==> src/rtl/fdx_pause_pkg.sv <==
`timescale 1ns/1ps
package fdx_pause_pkg;

    localparam int PT_W = 16;

    typedef logic [PT_W-1:0] ptime_t;

    localparam ptime_t PT_STOP  = 16'hFFFF;
    localparam ptime_t PT_RESUME = 16'h0000;

    typedef enum logic [1:0] {
        FC_ARMED,
        FC_STOP_REQ,
        FC_WAIT_ROOM,
        FC_RESUME_REQ
    } fc_state_e;

    typedef struct packed {
        logic   req;
        ptime_t qty;
    } pause_cmd_t;

    typedef struct packed {
        logic   go;
        ptime_t qty;
    } bo_load_t;

    function automatic pause_cmd_t cmd_for(fc_state_e s);
        pause_cmd_t c;
        c.req = 1'b0;
        c.qty = PT_RESUME;
        case (s)
            FC_STOP_REQ:   begin c.req = 1'b1; c.qty = PT_STOP;   end
            FC_RESUME_REQ: begin c.req = 1'b1; c.qty = PT_RESUME; end
            default:       begin c.req = 1'b0; c.qty = PT_RESUME; end
        endcase
        return c;
    endfunction

endpackage

==> src/rtl/fpc_xon_xoff.sv <==
`timescale 1ns/1ps
module fpc_xon_xoff
    import fdx_pause_pkg::*;
#(
    parameter int FREE_W      = 16,
    parameter int LOW_MARK    = 3072,
    parameter int RESUME_MARK = 6144
) (
    input  logic              clk,
    input  logic              rst,
    input  logic              enable,
    input  logic [FREE_W-1:0] free_space,
    input  logic              bdy_upd,
    input  logic              ack,
    output pause_cmd_t        cmd
);

    localparam logic [FREE_W-1:0] LOW_LIM = FREE_W'(LOW_MARK);
    localparam logic [FREE_W-1:0] RES_LIM = FREE_W'(RESUME_MARK);

    fc_state_e state, nxt;

    always_comb begin
        nxt = state;
        case (state)
            FC_ARMED:      if (free_space < LOW_LIM)              nxt = FC_STOP_REQ;
            FC_STOP_REQ:   if (ack)                               nxt = FC_WAIT_ROOM;
            FC_WAIT_ROOM:  if (bdy_upd && free_space >= RES_LIM)  nxt = FC_RESUME_REQ;
            FC_RESUME_REQ: if (ack)                               nxt = FC_ARMED;
            default:                                              nxt = FC_ARMED;
        endcase
    end

    always_ff @(posedge clk) begin
        if (rst || !enable) state <= FC_ARMED;
        else                state <= nxt;
    end

    assign cmd = cmd_for(state);

endmodule

==> src/rtl/fpc_quanta_tick.sv <==
`timescale 1ns/1ps
module fpc_quanta_tick #(
    parameter int QUANT_CYC = 1024
) (
    input  logic clk,
    input  logic rst,
    input  logic restart,
    input  logic run,
    output logic tick
);

    localparam int PRE_W = (QUANT_CYC > 1) ? $clog2(QUANT_CYC) : 1;
    localparam logic [PRE_W-1:0] RELOAD = PRE_W'(QUANT_CYC - 1);

    logic [PRE_W-1:0] cnt;

    always_ff @(posedge clk) begin
        if (rst || restart || !run) cnt <= RELOAD;
        else if (cnt == '0)         cnt <= RELOAD;
        else                        cnt <= cnt - 1'b1;
    end

    assign tick = run && !restart && (cnt == '0);

endmodule

==> src/rtl/fpc_backoff.sv <==
`timescale 1ns/1ps
module fpc_backoff
    import fdx_pause_pkg::*;
#(
    parameter int QUANT_CYC = 1024
) (
    input  logic   clk,
    input  logic   rst,
    input  logic   enable,
    input  logic   rxp_valid,
    input  ptime_t rxp_time,
    input  logic   tx_busy,
    input  logic   tx_done,
    output logic   hold
);

    logic     defer;
    logic     pend;
    ptime_t   pend_time;
    bo_load_t ld;
    logic     active;
    ptime_t   qcnt;
    logic     tick;

    assign defer = tx_busy && !tx_done;

    always_comb begin
        ld.go  = 1'b0;
        ld.qty = rxp_time;
        if (enable && !defer) begin
            if (rxp_valid) begin
                ld.go  = 1'b1;
                ld.qty = rxp_time;
            end else if (pend) begin
                ld.go  = 1'b1;
                ld.qty = pend_time;
            end
        end
    end

    always_ff @(posedge clk) begin
        if (rst || !enable) begin
            pend      <= 1'b0;
            pend_time <= '0;
        end else if (rxp_valid && defer) begin
            pend      <= 1'b1;
            pend_time <= rxp_time;
        end else if (!defer) begin
            pend      <= 1'b0;
        end
    end

    always_ff @(posedge clk) begin
        if (rst || !enable) begin
            active <= 1'b0;
            qcnt   <= '0;
        end else if (ld.go) begin
            active <= |ld.qty;
            qcnt   <= ld.qty;
        end else if (active && tick) begin
            if (qcnt == PT_W'(1)) active <= 1'b0;
            qcnt <= qcnt - 1'b1;
        end
    end

    fpc_quanta_tick #(.QUANT_CYC(QUANT_CYC)) u_tick (
        .clk     (clk),
        .rst     (rst),
        .restart (ld.go),
        .run     (active),
        .tick    (tick)
    );

    assign hold = active;

endmodule

==> src/rtl/fdx_pause_ctrl.sv <==
`timescale 1ns/1ps
module fdx_pause_ctrl
    import fdx_pause_pkg::*;
#(
    parameter int FREE_W      = 16,
    parameter int LOW_MARK    = 3072,
    parameter int RESUME_MARK = 6144,
    parameter int QUANT_CYC   = 1024
) (
    input  logic              clk,
    input  logic              rst,
    input  logic              fdx_en,
    input  logic [FREE_W-1:0] free_space,
    input  logic              bdy_upd,
    input  logic              rxp_valid,
    input  logic [PT_W-1:0]   rxp_time,
    input  logic              tx_busy,
    input  logic              tx_done,
    input  logic              pr_ack,
    output logic              pr_req,
    output logic [PT_W-1:0]   pr_time,
    output logic              hold_data
);

    pause_cmd_t cmd;

    fpc_xon_xoff #(
        .FREE_W      (FREE_W),
        .LOW_MARK    (LOW_MARK),
        .RESUME_MARK (RESUME_MARK)
    ) u_req (
        .clk        (clk),
        .rst        (rst),
        .enable     (fdx_en),
        .free_space (free_space),
        .bdy_upd    (bdy_upd),
        .ack        (pr_ack),
        .cmd        (cmd)
    );

    fpc_backoff #(.QUANT_CYC(QUANT_CYC)) u_bo (
        .clk       (clk),
        .rst       (rst),
        .enable    (fdx_en),
        .rxp_valid (rxp_valid),
        .rxp_time  (rxp_time),
        .tx_busy   (tx_busy),
        .tx_done   (tx_done),
        .hold      (hold_data)
    );

    assign pr_req  = cmd.req;
    assign pr_time = cmd.qty;

endmodule

==> config.mk <==
export PLATFORM = sky130hd
export DESIGN_NAME = fdx_pause_ctrl
export DESIGN_NICKNAME = d
export VERILOG_FILES = /design/src/rtl/fdx_pause_pkg.sv /design/src/rtl/fpc_xon_xoff.sv /design/src/rtl/fpc_quanta_tick.sv /design/src/rtl/fpc_backoff.sv /design/src/rtl/fdx_pause_ctrl.sv
export SDC_FILE = /design/constraint.sdc
export NUM_CORES = 1
export LEC_CHECK = 0
export BUFFER_PORTS_ARGS = -buffer_cell sky130_fd_sc_hd__buf_2
export CAP_MARGIN = 20
export CELL_PAD_IN_SITES_DETAIL_PLACEMENT = 0
export CELL_PAD_IN_SITES_GLOBAL_PLACEMENT = 2
export CORE_MARGIN = 8
export CORE_UTILIZATION = 28
export DETAILED_ROUTE_END_ITERATION = 12
export PLACE_DENSITY = 0.84
export SYNTH_ARGS = -nofsm -noshare
export SYNTH_HDL_FRONTEND = slang
export SYNTH_SLANG_ARGS = --single-unit
==> constraint.sdc <==
create_clock -name clk -period 2 [get_ports clk]
set_clock_uncertainty 0.05 [all_clocks]
set_input_delay 0.4 -clock clk [delete_from_list [all_inputs] [get_ports clk]]
set_output_delay 0.4 -clock clk [all_outputs]
set_load 0.1 [all_outputs]
==> Yosys cells after proc, flatten, opt, wreduce, memory -nomap -nowiden <==
Index checks and enable logic that the tools add are counted.
W data, S select, Z words.
{ "totals": {"out_inout_bits": 18, "wordCells": 58, "regBits": 46} }
{ "classes": {"eq_ne": 9, "magnitude_cmp": 2, "addsub": 2, "reduce_logical": 23, "n_mux": 16} }
{ "ops": {"columns": ["op", "n"], "rows": [
  ["$mux W17", 3],
  ["$pmux W17 S2", 1],
  ["$mux W16", 2],
  ["$eq A16 B1 Y1 const B", 1],
  ["$ge A16 B13 Y1 const B", 1],
  ["$lt A16 B12 Y1 const B", 1],
  ["$reduce_or A16 Y1", 1],
  ["$sub A16 B1 Y16 const B", 1],
  ["$logic_not A10 Y1", 1],
  ["$sub A10 B1 Y10 const B", 1],
  ["$mux W2", 4],
  ["$pmux W2 S4", 1],
  ["$logic_and A1 B1 Y1", 7],
  ["$ne A2 B2 Y1 const B", 3],
  ["$logic_not A1 Y1", 5],
  ["$mux W1", 5],
  ["$eq A2 B2 Y1 const B", 2],
  ["$ne A2 B1 Y1 const B", 2],
  ["$reduce_and A4 Y1", 1],
  ["$reduce_bool A2 Y1", 2],
  ["$logic_or A1 B1 Y1", 3],
  ["$eq A2 B1 Y1 const B", 1],
  ["$logic_not A2 Y1", 1],
  ["$reduce_and A2 Y1", 1],
  ["$reduce_or A2 Y1", 1]
]} }

==> Depth between registers and ports, before layout <==
Gate-level depths: netlist of run 1.
{ "depth": {"word_depth": 11, "depth_mapped": 7, "ltp_nobuf": 6} }

==> By module <==
From an unflattened synthesis of run 1, not the netlist that was laid out.
{ "hier_totals": {"cells_unflattened": 318, "hier_area_um2": 2673.8} }
{ "modules_own_cells": {"columns": ["module", "cells_per_inst", "area_per_inst_um2", "seq_area_each_um2", "instances"], "rows": [
  ["fpc_backoff", 224, 1841.8, 680.7, 1],
  ["fpc_quanta_tick", 54, 485.5, 200.2, 1],
  ["fpc_xon_xoff", 40, 346.6, 40.0, 1]
]} }

==> Worst setup path before layout of run 1 <==
Ideal clock, no wire load.
{ "synth_path": {"kind": "register to register", "start": "register u_req.state[1]", "end": "register u_req.state[0]", "arrival_time_ns": 2.531, "setup_ns": 0.116, "setup_slack_ns": -0.697, "stages_incl_launch_ff": 7, "cell_sequence": "dfxtp_1 > inv_1 > ha_1 > or2_2 > nor2b_1 > a221oi_1 > o211a_1"} }
{ "synth_via": {"elab_chain_len": 3} }
{ "synth_lines": {"columns": ["item", "line_no", "source"], "rows": [
  ["start, declared", "fpc_xon_xoff.sv:21", "fc_state_e state, nxt;"],
  ["start signal, assigned", "fpc_xon_xoff.sv:36", "else state <= nxt;"],
  ["$eq A2 B2 Y1 (tied with other cells)", "fpc_xon_xoff.sv:25", "case (state)"],
  ["$ne A2 B1 Y1 (no line) / $ne A2 B2 Y1 (equally long branches)", null, null],
  ["$reduce_and A4 Y1 (no line)", null, null]
]} }
Several ways; a longest one is shown, not always the timed one.
A chain may end at the register's enable or synchronous reset.

==> Final worst setup path of run 1 <==
{ "layout_path": {"start": "register u_bo.qcnt[10]", "end": "register u_bo.qcnt[15]"} }
{ "layout_via": {"elab_chain_len": 3} }
{ "layout_lines": {"columns": ["item", "line_no", "source"], "rows": [
  ["start, declared", "fpc_backoff.sv:22", "ptime_t qcnt;"],
  ["start signal, assigned", "fpc_backoff.sv:59", "qcnt <= ld.qty;"],
  ["start signal, assigned", "fpc_backoff.sv:62", "qcnt <= qcnt - 1'b1;"],
  ["$sub A16 B1 Y16", "fpc_backoff.sv:62", null],
  ["$mux W16", "fpc_backoff.sv:60", "end else if (active && tick) begin"],
  ["$mux W16", "fpc_backoff.sv:57", "end else if (ld.go) begin"]
]} }
Every way passes these cells. The select of a mux whose other input is x is not followed.

==> run metrics, run 1 <==
Top FF cell, synth=dfxtp_1; wire length per cell=14.4 microns; worst-margin pin slew=554 ps; share of flip-flops with an asynchronous set or reset=0%; Synthesized Nets=392; max-slew violations=0; DR DRC count=0; pin count of the biggest net entering global routing=32; # H-tree levels=2; vias in the first global route=approximately 2600; top layer in use=met4; Post-Syn Area per Cell=7.99 sq um; setup ws final=58.6 ps; Maximum Capacitance Violations=0; part of the cycle the worst path needs=between 90% and 100%; Finished Layout Cells=525; worst path required time=roughly 2200 ps; clk buf depth=2; Clock Sinks=46; worst-path fanout max=2; pwr dens=576 nW/um^2; startpoint types=flip-flop; Layout area overhead=22.3%; CP Class=reg -> reg; cell area after synthesis=around 2700 sq um; FMAX=a little over 500 MHz; cell area after layout=~3400 sq um; flops & latches, synth=46; Place WS=8.75 ps; PortBufs=47; placed cells=512; Leak=about 0.0013 uW; clk_lat worst skew=~290 ps; initial core utilization=28.5%; Hold-fix buffers, CTS=0; Post-Route Hold Slack=305 ps; crit-path cells=or4_4 > or4_4 > or4_4 > a31oi_1; die width=115 microns; Synth Instances=around 340; Die H=115 microns; Hold Crit Class=in -> reg; Unique masters post-synth=46; via count=2634; Cell Area, Placed=3160 sq um; met2 wire len=3460 microns; GP Congestion=0.814; vias per cell=approximately 5; relative slew slack=63.0%; Layout Nets=between 400 and 500; DRC marker count from the first detailed-route iteration=approximately 140; diode count=0; Layout fillers=approximately 1100; final wirelength=7570 microns; synth warn=0; Ports=58; post-synthesis sequential area ratio=33.5%; total CTS buffers=5; Worst Path Arrival=2120 ps; CP Capture Type=flip-flop; antenna violations before repair=0; core area=about 9600 sq um; delay of the slowest cell on the worst path=between 500 and 600 ps; EDFF count, synth=0; Clock transition at path regs=90 ps; TritonCTS clock tree=built; clock root buffer=clkbuf_8; Core Rows=36; number of routed nets with antenna violations=0; CP max-delay cell=or4_4; routed wl met3=343 microns; fraction of layout cells with a size suffix above 1=roughly 28%; area of the die=13200 sq um; 1st-pass router iterations=4; run status=complete, no violations; total track usage=11.4%; hpwl dp=between 5000 and 6000 microns; fin crit period=1940 ps; gr ovfl total=0; final hold violations=0; met1 wire length=roughly 3700 microns; peak supply drop=about 310 uV; first-pass GRT wire length=between 10000 and 15000 microns; setup violators final=0; Most Frequent Cell on Critical Path=or4_4
## metal layers
metal	up-vias	track usage, %
met5	-	0
met2	51	18.4
met3	9	2.47
li1	1346	-
met1	1228	15.1
met4	0	2.89
## power by group
part           internal (uW)  switching [uW]  total, uW  leakage [uW]
Sequential               931            15.2        946      0.000373
Clock                    349             313        662     0.0000575
Combinational            118             212        331      0.000893
## flip-flops by register name, indices dropped and copies added (netlist names)
| register | flops |
|---|---|
| u_bo.u_tick.cnt | 10 |
| u_bo.pend_time | 16 |
| u_req.state | 2 |
| u_bo.hold | 1 |
| u_bo.qcnt | 16 |
| u_bo.pend | 1 |
## cell usage after synthesis, types with 2 or more instances
| cell | count | share of area [%] |
|---|---|---|
| xor2_1 | 5 | 1.6 |
| a21oi_1 | 17 | 3.1 |
| or2_2 | 2 | 0.46 |
| ha_1 | 8 | 3.6 |
| or3_1 | 6 | 1.4 |
| nand2b_1 | 3 | 0.68 |
| o211a_1 | 2 | 0.73 |
| or4_1 | 8 | 2.2 |
| xnor2_1 | 5 | 1.6 |
| buf_4 | 15 | 4.1 |
| nand4b_1 | 2 | 0.64 |
| nor2b_1 | 5 | 1.1 |
| nand3_1 | 8 | 1.5 |
| nor4b_1 | 4 | 1.3 |
| and3_1 | 2 | 0.46 |
| a211oi_1 | 16 | 4.4 |
| o31ai_1 | 9 | 2.5 |
| a31oi_1 | 19 | 4.3 |
| nor3_1 | 7 | 1.3 |
| inv_1 | 23 | 3.1 |
| o21ai_0 | 3 | 0.55 |
| and2_1 | 2 | 0.46 |
| nand4_1 | 7 | 1.6 |
| a311oi_1 | 9 | 2.9 |
| dfxtp_1 | 46 | 34 |
| nand2_1 | 52 | 7.1 |
| clkbuf_1 | 19 | 2.6 |
| and4_1 | 4 | 1.3 |
| nor2_1 | 7 | 0.96 |
| nor4_1 | 13 | 3.0 |
## worst paths after layout
| kind | slack [ps] | depth (start not counted) | from | to |
|---|---|---|---|---|
| worst max register to register | 60 | 4 | u_bo.qcnt[10]$_SDFFE_PP0P_ | u_bo.qcnt[15]$_SDFFE_PP0P_ |
| worst min-delay path | 300 | 3 | rxp_time[1] | u_bo.pend_time[1]$_SDFFE_PP0P_ |
| worst min register to register | 430 | 2 | u_bo.pend_time[12]$_SDFFE_PP0P_ | u_bo.pend_time[12]$_SDFFE_PP0P_ |
| worst max-delay path | 60 | 4 | u_bo.qcnt[10]$_SDFFE_PP0P_ | u_bo.qcnt[15]$_SDFFE_PP0P_ |
## logic make-up (layout without fill, tap and decap cells)
logic type      count (synthesis)  in the layout  share of synthesized area (%)
flops                          46             46                           33.5
compound gates                 79             79                           19.7
buf+inv                        58            106                           10.2
fa+ha+maj                       8              8                           3.64
simple gates                  142            142                           29.4
xor+xnor                       10             10                           3.19
mux                             1              1                          0.364
## area by class of cell
cell class	count	area, sq um	area share [%]
clock buffer	8	110	3.27
multi-input combinational	240	1610	47.9
sequential	46	928	27.6
inverter	23	86.3	2.57
tap	133	166	4.95
timing repair buffer	75	460	13.7
## placed cells by master (no fill, tap or decap), drive strengths merged, types with 4 or more instances in the layout
cell type	instances
nand4	7
dfxtp	46
and4	4
nand2	53
nand3	8
a31oi	19
ha	8
inv	23
or3	6
a21oi	17
or4	9
buf	75
xor2	5
a311oi	9
nor2b	5
nor3	8
a211oi	16
xnor2	5
clkbuf	8
nor4	15
nor2	7
o31ai	9
nor4b	5
## critical path, delay by kind of cell (launching register included)
family          cells  cell delay, ps
flops               1             320
simple gates        3            1380
compound gates      1             130
## what timing repair did
item | CTS | global route
setup buffers | 0 | 5
gates resized for setup | 1 | 15
endpoints found under the setup margin | 1 | 9
gates cloned | 0 | 0
pin swaps | 0 | 7
## per-stage QoR
stage                     setup TNS (ps)  total power (uW)  util, %
after global placement                 0              1280     32.8
after global routing               -1.51              2040     34.9
after floorplan                        0              1180        -
final                                  0              1940     34.9
after detailed placement               0              1290     32.8
after CTS                              0              1950     34.0
(Power assumes the default switching activity.)
==> inputs of run 2 (changes only) <==
Settings changed: CORE_MARGIN 8 to not set, GPL_ROUTABILITY_DRIVEN set to 0.
==> run 2 against run 1 <==
Effect of this change: wire length down 5.5%; final cell count down 1.5%; global-route usage up 3.0 points; critical path depth unchanged; sequential cell count unchanged; sequential share of layout area up 0.72 points; non-clock buffer count down 3; register-to-register slack about the same; combinational power down 2%; clock power down 12%; sequential power about the same; critical path type unchanged; largest power group unchanged; highest routed layer unchanged.
==> run metrics, run 2 (synthesis results as in run 1) <==
Leak=0.00129 uW (was 0.00132 uW); Core Rows=35 (was 36); fin crit period=1950 ps (was 1940 ps); diode count=0 (unchanged); 1st-pass router iterations=4 (unchanged); area of the die=10200 sq um (was 13200 sq um); vias in the first global route=2375 (was 2555); setup violators final=0 (unchanged); cell area after layout=3290 sq um (was 3360 sq um); pwr dens=564 nW/um^2 (was 576 nW/um^2); Stages on worst setup path=4 (unchanged); Critical Path Start=u_bo.qcnt[11]$_SDFFE_PP0P_ (was u_bo.qcnt[10]$_SDFFE_PP0P_); Most Frequent Cell on Critical Path=or4_4 (unchanged); Maximum Capacitance Violations=0 (unchanged); total CTS buffers=5 (unchanged); FMAX=514 MHz (was 515 MHz); peak supply drop=242 uV (was 311 uV); final hold violations=0 (unchanged); CP Capture Type=flip-flop (unchanged); DR DRC count=0 (unchanged); CP Class=reg -> reg (unchanged); Top Registers=u_bo.pend_time x16, u_bo.qcnt x16, u_bo.u_tick.cnt x10 (unchanged); antenna violations before repair=0 (unchanged); Clock Sinks=46 (unchanged); Layout area overhead=19.7% (was 22.3%); pin count of the biggest net entering global routing=32 (unchanged); Buf/Inv on CP=0 (unchanged); sw frac=28.7% (was 27.9%); Ports=58 (unchanged); worst-margin pin slew=531 ps (was 554 ps); Reg2Reg Launch Point=u_bo.qcnt[11]$_SDFFE_PP0P_ (was u_bo.qcnt[10]$_SDFFE_PP0P_); placed cells=510 (was 512); Hold Crit Class=in -> reg (unchanged); relative slew slack=64.5% (was 63.0%); most common cell after layout, fill and taps aside=nand2_1 (unchanged); PortBufs=47 (unchanged); most frequent cells in the layout=nand2_1, buf_2, dfxtp_1, buf_4, inv_1 (unchanged); startpoint types=flip-flop (unchanged); wire length per cell=13.8 microns (was 14.4 microns); number of routed nets with antenna violations=0 (unchanged); Place WS=25.8 ps (was 8.75 ps); clk_lat worst skew=290 ps (about the same); worst path required time=2180 ps (about the same); final wirelength=7160 microns (was 7570 microns); CP endpoint=u_bo.qcnt[15]$_SDFFE_PP0P_ (unchanged); combinational power share=17.5% (was 17.0%); Post-Route Hold Slack=303 ps (was 305 ps); Die H=101 microns (was 115 microns); Clock transition at path regs=90 ps (about the same); Switch Pwr=532 uW (was 540 uW); internal reg-to-reg setup slack=50 ps (was 60 ps); Sequential Power Share=51.0% (was 48.8%); Layout Nets=436 (was 439); unrepaired setup endpoints after global routing=true; vias per cell=5.11 (was 5.02); # H-tree levels=2 (unchanged); setup ws final=53.3 ps (was 58.6 ps); CP top delay family=simple AND/OR/NAND/NOR gates (unchanged); worst r2r path cells=4 (unchanged); DRC marker count from the first detailed-route iteration=124 (was 144); delay of the slowest cell on the worst path=550 ps (was 540 ps); total track usage=14.5% (was 11.4%); Cell Area, Placed=3170 sq um (was 3160 sq um); part of the cycle the worst path needs=97.3% (was 97.1%); gr ovfl total=0 (unchanged); clock root buffer=clkbuf_8 (unchanged); Reg2Reg Capture Point=u_bo.qcnt[15]$_SDFFE_PP0P_ (unchanged); initial core utilization=29.3% (was 28.5%); die width=101 microns (was 115 microns); first-pass GRT wire length=11800 microns (was 12400 microns); clk buf depth=2 (unchanged); Clk pwr share=31.5% (was 34.2%); max-slew violations=0 (unchanged); worst-path fanout max=3 (was 2); via count=2640 (was 2634); TritonCTS clock tree=built (unchanged); internal power=1320 uW (was 1400 uW); crit-path cells=or4_4 > or4_4 > or4_1 > a31oi_1 (was or4_4 > or4_4 > or4_4 > a31oi_1); core area=9370 sq um (was 9640 sq um); run status=complete, no violations (unchanged); Finished Layout Cells=517 (was 525); Worst Path Arrival=2130 ps (was 2120 ps); CP max-delay cell=or4_4 (unchanged); fraction of layout cells with a size suffix above 1=26.3% (was 27.8%); hpwl dp=5460 microns (was 5700 microns); power consumption=1860 uW (was 1940 uW)
-- run 2: worst min path at each step --
stage | startpoint | end | depth (start not counted)
6_report | rxp_time[11] | u_bo.pend_time[11]$_SDFFE_PP0P_ | 3
5_1_grt | rxp_time[4] | u_bo.pend_time[4]$_SDFFE_PP0P_ | 3
4_1_cts | rxp_time[11] | u_bo.pend_time[11]$_SDFFE_PP0P_ | 3
3_5_place_dp | u_bo.pend_time[2]$_SDFFE_PP0P_ | u_bo.pend_time[2]$_SDFFE_PP0P_ | 2
3_3_place_gp | u_bo.pend_time[13]$_SDFFE_PP0P_ | u_bo.pend_time[13]$_SDFFE_PP0P_ | 2
2_1_floorplan | u_bo.u_tick.cnt[0]$_SDFF_PP1_ | u_bo.u_tick.cnt[0]$_SDFF_PP1_ | 1
-- run 2: timing repair --
item,4_1_cts,5_1_grt
setup buffers,0,0
endpoints found under the setup margin,1,7
hold buffers,0,0
gates resized for setup,1,13
pin swaps,0,10
-- run 2: tightest hold or removal path: cells and delay by family --
kind | cells | cell delay (ps)
and+or+nand+nor | 1 | 50
AOI/OAI and AO/OA | 1 | 50
buffers and inverters | 1 | 110
-- run 2: layout make-up --
type                       count  area [sq um]
fill                        1017          6080
multi-input combinational    240          1590
sequential                    46           932
timing repair buffer          72           438
tap                          129           161
clock buffer                   7          86.3
inverter                      23          86.3
-- run 2: through the flow --
step                      setup TNS, ps  util (%)
after global routing              -43.9      35.1
after global placement                0      33.8
after floorplan                       0         -
final                                 0      35.1
after detailed placement              0      33.8
after CTS                             0      34.8
-- run 2: power groups by stage --
stage	clock network (uW)	logic, uW	registers, uW
after floorplan	0	209	969
after global placement	0	321	967
after detailed placement	0	322	967
after CTS	618	323	946
after global routing	648	355	949
final	585	325	946
-- run 2: per-layer routing --
layer / routed length [microns] / GRT usage, %
met1: 3440 / 20.3
met5: 0 / 0
met3: 354 / 2.57
met4: 125 / 4.79
met2: 3240 / 22.3
